<file path="config.mk">
export PLATFORM = sky130hd
export DESIGN_NAME = quad_pwm
export DESIGN_NICKNAME = d
export VERILOG_FILES = /design/src/rtl/pwm_pkg.sv /design/src/rtl/pwm_regs.sv /design/src/rtl/pwm_timebase.sv /design/src/rtl/pwm_channel.sv /design/src/rtl/quad_pwm.sv
export SDC_FILE = /design/constraint.sdc
export NUM_CORES = 1
export LEC_CHECK = 0
export BUFFER_PORTS_ARGS = -buffer_cell sky130_fd_sc_hd__buf_4
export CAP_MARGIN = 5
export CORE_UTILIZATION = 63
export CTS_CLUSTER_SIZE = 20
export DETAILED_ROUTE_END_ITERATION = 10
export PLACE_DENSITY = 0.88
export SETUP_SLACK_MARGIN = 0.15
export SLEW_MARGIN = 20
export SYNTH_ARGS = -nofsm -noshare
export SYNTH_HDL_FRONTEND = slang
export SYNTH_SLANG_ARGS = --single-unit
</file>
<file path="constraint.sdc">
create_clock -name clk -period 3.2 [get_ports clk]
set_input_delay 0.48 -clock clk [delete_from_list [all_inputs] [get_ports clk]]
set_output_delay 0.48 -clock clk [all_outputs]
set_load 0.005 [all_outputs]
</file>
<file path="src/rtl/pwm_pkg.sv">
`timescale 1ns/1ps
// pwm_pkg: shared state encoding and register addresses for quad_pwm.
// Assumes the channel words sit at consecutive addresses from CH_BASE.
package pwm_pkg;
    typedef enum logic [1:0] {
        ST_IDLE  = 2'd0,
        ST_RUN   = 2'd1,
        ST_DRAIN = 2'd2
    } run_state_t;

    localparam int unsigned ADR_TOP  = 0;
    localparam int unsigned ADR_PRE  = 1;
    localparam int unsigned ADR_MODE = 2;
    localparam int unsigned ADR_IDLE = 3;
    localparam int unsigned CH_BASE  = 4;
    localparam int unsigned WORD_W   = 16;
    localparam int unsigned THR_W    = 15;
endpackage

</file>
<file path="src/rtl/pwm_regs.sv">
`timescale 1ns/1ps
// pwm_regs: register bank written through a single-cycle write port.
// Holds banked settings only; nothing here affects the live waveform
// until the timebase issues a capture. Assumes TOP_W <= 15.
module pwm_regs
    import pwm_pkg::*;
#(
    parameter int NUM_CH = 4,
    parameter int TOP_W  = 15,
    parameter int PRE_W  = 3,
    parameter int ADDR_W = 3
) (
    input  logic                           clk,
    input  logic                           rst_n,
    input  logic                           wr_en,
    input  logic [ADDR_W-1:0]              wr_addr,
    input  logic [WORD_W-1:0]              wr_data,
    output logic [TOP_W-1:0]               top_cfg,
    output logic [PRE_W-1:0]               pre_cfg,
    output logic                           mode_cfg,
    output logic [NUM_CH-1:0]              idle_cfg,
    output logic [NUM_CH-1:0][WORD_W-1:0]  word_cfg
);
    // Decode writes into the banked settings.
    always_ff @(posedge clk) begin
        if (!rst_n) begin
            top_cfg  <= '0;
            pre_cfg  <= '0;
            mode_cfg <= 1'b0;
            idle_cfg <= '0;
            word_cfg <= '0;
        end else if (wr_en) begin
            if (wr_addr == ADDR_W'(ADR_TOP))  top_cfg  <= wr_data[TOP_W-1:0];
            if (wr_addr == ADDR_W'(ADR_PRE))  pre_cfg  <= wr_data[PRE_W-1:0];
            if (wr_addr == ADDR_W'(ADR_MODE)) mode_cfg <= wr_data[0];
            if (wr_addr == ADDR_W'(ADR_IDLE)) idle_cfg <= wr_data[NUM_CH-1:0];
            for (int ch = 0; ch < NUM_CH; ch++) begin
                if (wr_addr == ADDR_W'(CH_BASE + ch)) word_cfg[ch] <= wr_data;
            end
        end
    end
endmodule

</file>
<file path="src/rtl/pwm_timebase.sv">
`timescale 1ns/1ps
// pwm_timebase: prescaler, shared period counter and run/drain/idle control.
// Captures top, prescale and mode on a start from idle. A stop is
// honoured at the end of the period in progress; a start during the
// drain is discarded. Emits a one-cycle load pulse for channel words.
module pwm_timebase
    import pwm_pkg::*;
#(
    parameter int TOP_W = 15,
    parameter int PRE_W = 3
) (
    input  logic             clk,
    input  logic             rst_n,
    input  logic             start,
    input  logic             stop,
    input  logic [TOP_W-1:0] top_cfg,
    input  logic [PRE_W-1:0] pre_cfg,
    input  logic             mode_cfg,
    output logic [TOP_W-1:0] cnt,
    output logic [TOP_W-1:0] top_act,
    output logic             running,
    output logic             stopped,
    output logic             load_words
);
    localparam int DIV_W = (1 << PRE_W) - 1;

    run_state_t       state;
    logic [PRE_W-1:0] pre_act;
    logic             mode_act;
    logic             dir_dn;
    logic             reload_pend;
    logic [DIV_W-1:0] prediv;
    logic [DIV_W-1:0] div_mask;
    logic             tick;
    logic             descending;
    logic             at_end;
    logic             period_end;
    logic [TOP_W-1:0] cnt_nxt;
    logic             dir_nxt;

    // Step strobe: the divider wraps after 2^pre_act cycles.
    always_comb begin
        div_mask = (DIV_W'(1) << pre_act) - DIV_W'(1);
        tick     = (prediv == div_mask);
    end

    // Period position decode and next counter value.
    always_comb begin
        descending = mode_act && (dir_dn || (cnt == top_act));
        at_end     = mode_act ? (descending && (cnt == TOP_W'(1)))
                              : (cnt == top_act);
        period_end = running && tick && at_end;
        if (at_end) begin
            cnt_nxt = '0;
            dir_nxt = 1'b0;
        end else if (descending) begin
            cnt_nxt = cnt - TOP_W'(1);
            dir_nxt = 1'b1;
        end else begin
            cnt_nxt = cnt + TOP_W'(1);
            dir_nxt = 1'b0;
        end
    end

    assign running = (state != ST_IDLE);
    assign stopped = (state == ST_IDLE);

    // Channel words load on a start from idle, or at a boundary after a live start.
    assign load_words = ((state == ST_IDLE) && start) ||
                        ((state == ST_RUN) && period_end &&
                         (reload_pend || (start && !stop)));

    // Run control, settings capture and counter stepping.
    always_ff @(posedge clk) begin
        if (!rst_n) begin
            state       <= ST_IDLE;
            cnt         <= '0;
            dir_dn      <= 1'b0;
            prediv      <= '0;
            top_act     <= TOP_W'(1);
            pre_act     <= '0;
            mode_act    <= 1'b0;
            reload_pend <= 1'b0;
        end else begin
            case (state)
                ST_IDLE: begin
                    if (start) begin
                        state       <= ST_RUN;
                        top_act     <= (top_cfg == '0) ? TOP_W'(1) : top_cfg;
                        pre_act     <= pre_cfg;
                        mode_act    <= mode_cfg;
                        cnt         <= '0;
                        dir_dn      <= 1'b0;
                        prediv      <= '0;
                        reload_pend <= 1'b0;
                    end
                end
                ST_RUN, ST_DRAIN: begin
                    prediv <= tick ? '0 : prediv + DIV_W'(1);
                    if (tick) begin
                        cnt    <= cnt_nxt;
                        dir_dn <= dir_nxt;
                    end
                    if (state == ST_RUN) begin
                        if (stop) state <= ST_DRAIN;
                        reload_pend <= !period_end && (reload_pend || (start && !stop));
                    end else if (period_end) begin
                        state       <= ST_IDLE;
                        cnt         <= '0;
                        dir_dn      <= 1'b0;
                        prediv      <= '0;
                        reload_pend <= 1'b0;
                    end
                end
                default: state <= ST_IDLE;
            endcase
        end
    end

    // the live counter never passes the captured top
    p_cnt_in_range_r5: assert property (@(posedge clk) disable iff (!rst_n)
        running |-> (cnt <= top_act));

    // between step strobes the counter holds its value
    p_step_hold_r7: assert property (@(posedge clk) disable iff (!rst_n)
        (running && !tick) |=> $stable(cnt));

    // once draining, the block never returns to the run state directly
    p_drain_no_resume_r9: assert property (@(posedge clk) disable iff (!rst_n)
        (state == ST_DRAIN) |=> (state != ST_RUN));

    // the stopped flag only rises right after a completed period
    p_stop_at_boundary_r8: assert property (@(posedge clk) disable iff (!rst_n)
        $rose(stopped) |-> $past(period_end));

    // an idle timebase keeps its counter parked at zero
    p_idle_parked_r1: assert property (@(posedge clk) disable iff (!rst_n)
        stopped |-> (cnt == '0));
endmodule

</file>
<file path="src/rtl/pwm_channel.sv">
`timescale 1ns/1ps
// pwm_channel: one output. Keeps a live copy of its control word that
// changes only on the load pulse, compares the shared counter with the
// threshold and applies polarity; shows the idle level when not running.
module pwm_channel
    import pwm_pkg::*;
#(
    parameter int TOP_W = 15
) (
    input  logic              clk,
    input  logic              rst_n,
    input  logic              load,
    input  logic [WORD_W-1:0] word_cfg,
    input  logic [TOP_W-1:0]  cnt,
    input  logic [TOP_W-1:0]  top_act,
    input  logic              running,
    input  logic              idle_lvl,
    output logic              pwm_o
);
    logic [WORD_W-1:0] word_act;
    logic [THR_W-1:0]  thr;
    logic              pol;
    logic              active;

    // Live control word, replaced only on a load pulse.
    always_ff @(posedge clk) begin
        if (!rst_n) word_act <= '0;
        else if (load) word_act <= word_cfg;
    end

    // Threshold compare with saturation at the top value.
    always_comb begin
        thr    = word_act[THR_W-1:0];
        pol    = word_act[WORD_W-1];
        active = (thr != '0) &&
                 ((thr >= THR_W'(top_act)) || (THR_W'(cnt) < thr));
        pwm_o  = running ? (pol ? active : !active) : idle_lvl;
    end

    // the live word is untouched without a load pulse
    p_word_hold_r10: assert property (@(posedge clk) disable iff (!rst_n)
        !load |=> $stable(word_act));

    // a zero threshold never produces the active level
    p_zero_inactive_r3: assert property (@(posedge clk) disable iff (!rst_n)
        (running && (word_act[THR_W-1:0] == '0)) |-> (pwm_o == !word_act[WORD_W-1]));

    // a threshold at or above top always produces the active level
    p_full_active_r4: assert property (@(posedge clk) disable iff (!rst_n)
        (running && (word_act[THR_W-1:0] != '0) &&
         (word_act[THR_W-1:0] >= THR_W'(top_act))) |-> (pwm_o == word_act[WORD_W-1]));
endmodule

</file>
<file path="src/rtl/quad_pwm.sv">
`timescale 1ns/1ps
// quad_pwm: top level. Register bank, shared timebase and one channel
// slice per output. Assumes NUM_CH <= 16 and TOP_W <= 15.
module quad_pwm
    import pwm_pkg::*;
#(
    parameter int NUM_CH = 4,
    parameter int TOP_W  = 15,
    parameter int PRE_W  = 3,
    localparam int ADDR_W = $clog2(CH_BASE + NUM_CH)
) (
    input  logic              clk,
    input  logic              rst_n,
    input  logic              wr_en,
    input  logic [ADDR_W-1:0] wr_addr,
    input  logic [WORD_W-1:0] wr_data,
    input  logic              start,
    input  logic              stop,
    output logic              stopped,
    output logic [NUM_CH-1:0] pwm_out
);
    logic [TOP_W-1:0]              top_cfg;
    logic [PRE_W-1:0]              pre_cfg;
    logic                          mode_cfg;
    logic [NUM_CH-1:0]             idle_cfg;
    logic [NUM_CH-1:0][WORD_W-1:0] word_cfg;
    logic [TOP_W-1:0]              cnt;
    logic [TOP_W-1:0]              top_act;
    logic                          running;
    logic                          load_words;

    pwm_regs #(
        .NUM_CH (NUM_CH),
        .TOP_W  (TOP_W),
        .PRE_W  (PRE_W),
        .ADDR_W (ADDR_W)
    ) u_regs (
        .clk      (clk),
        .rst_n    (rst_n),
        .wr_en    (wr_en),
        .wr_addr  (wr_addr),
        .wr_data  (wr_data),
        .top_cfg  (top_cfg),
        .pre_cfg  (pre_cfg),
        .mode_cfg (mode_cfg),
        .idle_cfg (idle_cfg),
        .word_cfg (word_cfg)
    );

    pwm_timebase #(
        .TOP_W (TOP_W),
        .PRE_W (PRE_W)
    ) u_timebase (
        .clk        (clk),
        .rst_n      (rst_n),
        .start      (start),
        .stop       (stop),
        .top_cfg    (top_cfg),
        .pre_cfg    (pre_cfg),
        .mode_cfg   (mode_cfg),
        .cnt        (cnt),
        .top_act    (top_act),
        .running    (running),
        .stopped    (stopped),
        .load_words (load_words)
    );

    for (genvar ch = 0; ch < NUM_CH; ch++) begin : g_ch
        pwm_channel #(
            .TOP_W (TOP_W)
        ) u_ch (
            .clk      (clk),
            .rst_n    (rst_n),
            .load     (load_words),
            .word_cfg (word_cfg[ch]),
            .cnt      (cnt),
            .top_act  (top_act),
            .running  (running),
            .idle_lvl (idle_cfg[ch]),
            .pwm_o    (pwm_out[ch])
        );
    end

    // while stopped, outputs follow the idle register
    p_idle_outputs_r11: assert property (@(posedge clk) disable iff (!rst_n)
        stopped |-> (pwm_out == idle_cfg));
endmodule

</file>
==> impl_results.md <==
* Status: completed
* CTS tree: built
* CTS root buffer: clkbuf_16
* Syn nets at roughly 1600
* Max cap viols at 0
* Met2 Wirelength at approximately 16 mm
* Post-Synthesis Cells at 1465
* Starting DRT DRC Count at 1620
* Hold WC Path Type: primary input to flip-flop
* Worst hold path stage count at 3
* Synthesized cell area at 11400 um^2
* Asr flop ratio synth at 0%
* Worst-Margin Slew at 0.998 ns
* Core area at 17500 um^2
* Synth-to-layout area growth at 15.0%
* Tcrit/Tclk final at a little over nine tenths
* WL met1 at roughly 14 mm
* Synth warn at 0
* Yosys reg bits at between 150 and 200
* PortBufs at 28
* H-tree levels at 4
* Worst r2r path cells at 10
* Relative slew slack at ~33%
* Clock Pin Slew Worst Setup and Hold Paths at around 0.080 ns
* RSZ-0062 raised after global routing: true
* Worst EP required at 2.72 ns
* Initial antenna violation count at 0
* Initial Util at 65.0%
* Routed wire length at 36.7 mm
* Slowest CP cell: dfxtp_1
* Uppermost layer routed: met4
* # hold bufs at CTS at 0
* DR vias/cell at 6.67
* Minimum period implied by the final worst setup slack at between 3 and 4 ns
* CP Class: flip-flop to output pin
* Latest clock arrival within the worst-skew pair at 0.44 ns
* Most common cell after layout, fill and taps aside: nand2_1
* Layout Skew at 0.0164 ns
* Max incr delay on CP at 0.40 ns
* Syn avg cell area at ~7.8 um^2
* Vias in the first global route at 10037
* Remaining antenna violation count at 0
* Post-synth EDFFs at 0
* Width of the die at about 140 um
* Row count at 48
* Max-slew violations at 0
* I/O pin cnt at 29
* Worst-case clock buffer depth at 2
* Drt first pass iters at 6
* Dominant synthesized flop cell: dfxtp_1
* Number of fill cells in the layout at 1193
* Placement Setup Slack at 0.279 ns
* Startpoint types: flip-flop
* CP Cell Sequence: inv_1 > ha_1 > nand4_1 > o31ai_1 > a21oi_1 > o21ai_0 > or4b_4 > nand3_2 > buf_4
* Die area at 18600 um^2
* HPWL after DPL at between 20 and 25 mm
* Commonest cells after routing, fill and taps aside: nand2_1 (299), dfxtp_1 (145), a21oi_1 (133), ha_1 (105), nand3_1 (88)
* Met3 wire length at 4.67 mm
* Layout cells sized above 1 at 17.5%
* Nets@finish at 1624
* Global Route Usage Sum at 38.3%
* Cell Pwr Density at 552 nW/um^2
* GR Overflow Total at 0
* Largest net degree at the start of global routing at 129
* Diode count at 0
* TNS Setup at 0 ns
* CTS Sinks at 196
* LEAKAGE at 0.00488 uW
* Vias post-DR at 11427
* Post-synthesis sequential area ratio at about a third
* Final Wtd Congestion at 1.04
* Final Hold Fails at 0
* TritonCTS Buffers at 17
* Final setup vio count at 0
* DRC at 0
* Maximum vdd drop at roughly 0.00038 V
* Die height at ~140 um
* Distinct cells, synth at 73
* Arrival @ worst endpoint at 2.62 ns
* CP max FO at 4
* Wirelength per Cell at 21.4 um
* CP Capture Type: output pin
* Fmax at between 300 and 400 MHz
* First-pass GRT wire length at 53.7 mm
* Final WS setup at 0.100 ns
## cells by family after synthesis
logic type                 synth area share (%)
xor gates and xnor gates                   1.54
DFF                                        34.5
and+or+nand+nor                            24.0
adders and majority gates                  13.8
muxes                                     0.705
buffers and inverters                      6.67
AOI/OAI and AO/OA                          18.8
## area by class of cell
| class | count | area (um^2) | area share [%] |
|---|---|---|---|
| clock buffers | 17 | 425 | 3.25 |
| clock inverters | 15 | 209 | 1.60 |
| inverters | 92 | 357 | 2.73 |
| multi-input cells | 1087 | 7120 | 54.4 |
| flip-flops and latches | 196 | 4030 | 30.8 |
| well taps | 225 | 282 | 2.15 |
| repair buffers | 81 | 658 | 5.03 |
## synth_stat cells (18+ instances only)
cell type / instances / area share, %
ha_1: 125 / 14
nor3_1: 31 / 1.4
clkbuf_1: 57 / 1.9
nand3_1: 91 / 4.0
nand4_1: 24 / 1.3
o21ai_0: 77 / 3.4
nor4_1: 27 / 1.5
dfxtp_1: 196 / 35
nand2_1: 299 / 9.9
a31oi_1: 18 / 0.99
inv_1: 91 / 3.0
nor2_1: 43 / 1.4
a21oi_1: 139 / 6.1
## routing by layer
| layer | track usage, % | vias to the layer above |
|---|---|---|
| met5 | 3.61 | - |
| met4 | 18.9 | 0 |
| met3 | 9.62 | 158 |
| met2 | 57.5 | 812 |
| met1 | 50.5 | 5267 |
| li1 | - | 5190 |
## sequential cells by signal, indices dropped and copies added, names as in the netlist, 2 cells and up
name and count:
u_regs.top_cfg 15, u_timebase.prediv 7, u_timebase.state 2, u_regs.pre_cfg 3
u_regs.word_cfg 64, u_timebase.cnt 15, u_regs.idle_cfg 4, u_timebase.pre_act 3
g_ch.u_ch.word_act 64, u_timebase.top_act 15
## stage by stage
step	util (%)	std cells	power (uW)	hold WS, ns	area [um^2]
5_1_grt	74.8	1713	7480	0.319	13100
6_report	74.8	1713	7220	0.322	13100
2_1_floorplan	-	1465	4160	0.428	11400
3_5_place_dp	67.1	1660	4670	0.439	11700
3_3_place_gp	67.1	1660	4620	0.436	11700
4_1_cts	71.9	1700	6930	0.313	12600
## report_power, final
group / leakage, uW / internal, uW / total, uW / switching (uW)
combinational: 0.00295 / 872 / 2330 / 1460
sequential: 0.00161 / 2510 / 2620 / 114
clock: 0.000308 / 1200 / 2270 / 1070
total: 0.00488 / 4580 / 7220 / 2640
## worst paths after layout
| check | startpoint | end | slack [ns] |
|---|---|---|---|
| max | u_timebase.top_act[2]$_SDFFE_PN0P_ | pwm_out[1] | 0.10 |
| min | wr_data[4] | u_regs.word_cfg[52]$_SDFFE_PN0P_ | 0.32 |
| max reg2reg | u_timebase.cnt[10]$_SDFFE_PN0P_ | g_ch[3].u_ch.word_act[12]$_SDFFE_PN0P_ | 0.31 |
| min reg2reg | u_regs.word_cfg[9]$_SDFFE_PN0P_ | g_ch[0].u_ch.word_act[9]$_SDFFE_PN0P_ | 0.44 |
## critical path, delay by kind of cell (launching register included)
family / cells / cell delay, ns
AOI/OAI and AO/OA: 3 / 0.75
DFF: 1 / 0.40
and+or+nand+nor: 3 / 0.40
adders and majority gates: 1 / 0.32
buffers and inverters: 2 / 0.31
## repair_timing
| action | 4_1_cts | 5_1_grt |
|---|---|---|
| setup endpoints to repair | 4 | 54 |
| cloned | 0 | 1 |
| pin swaps | 18 | 20 |
| gates resized for setup | 68 | 82 |
| setup buffers | 8 | 12 |
(Power assumes the default switching activity.)
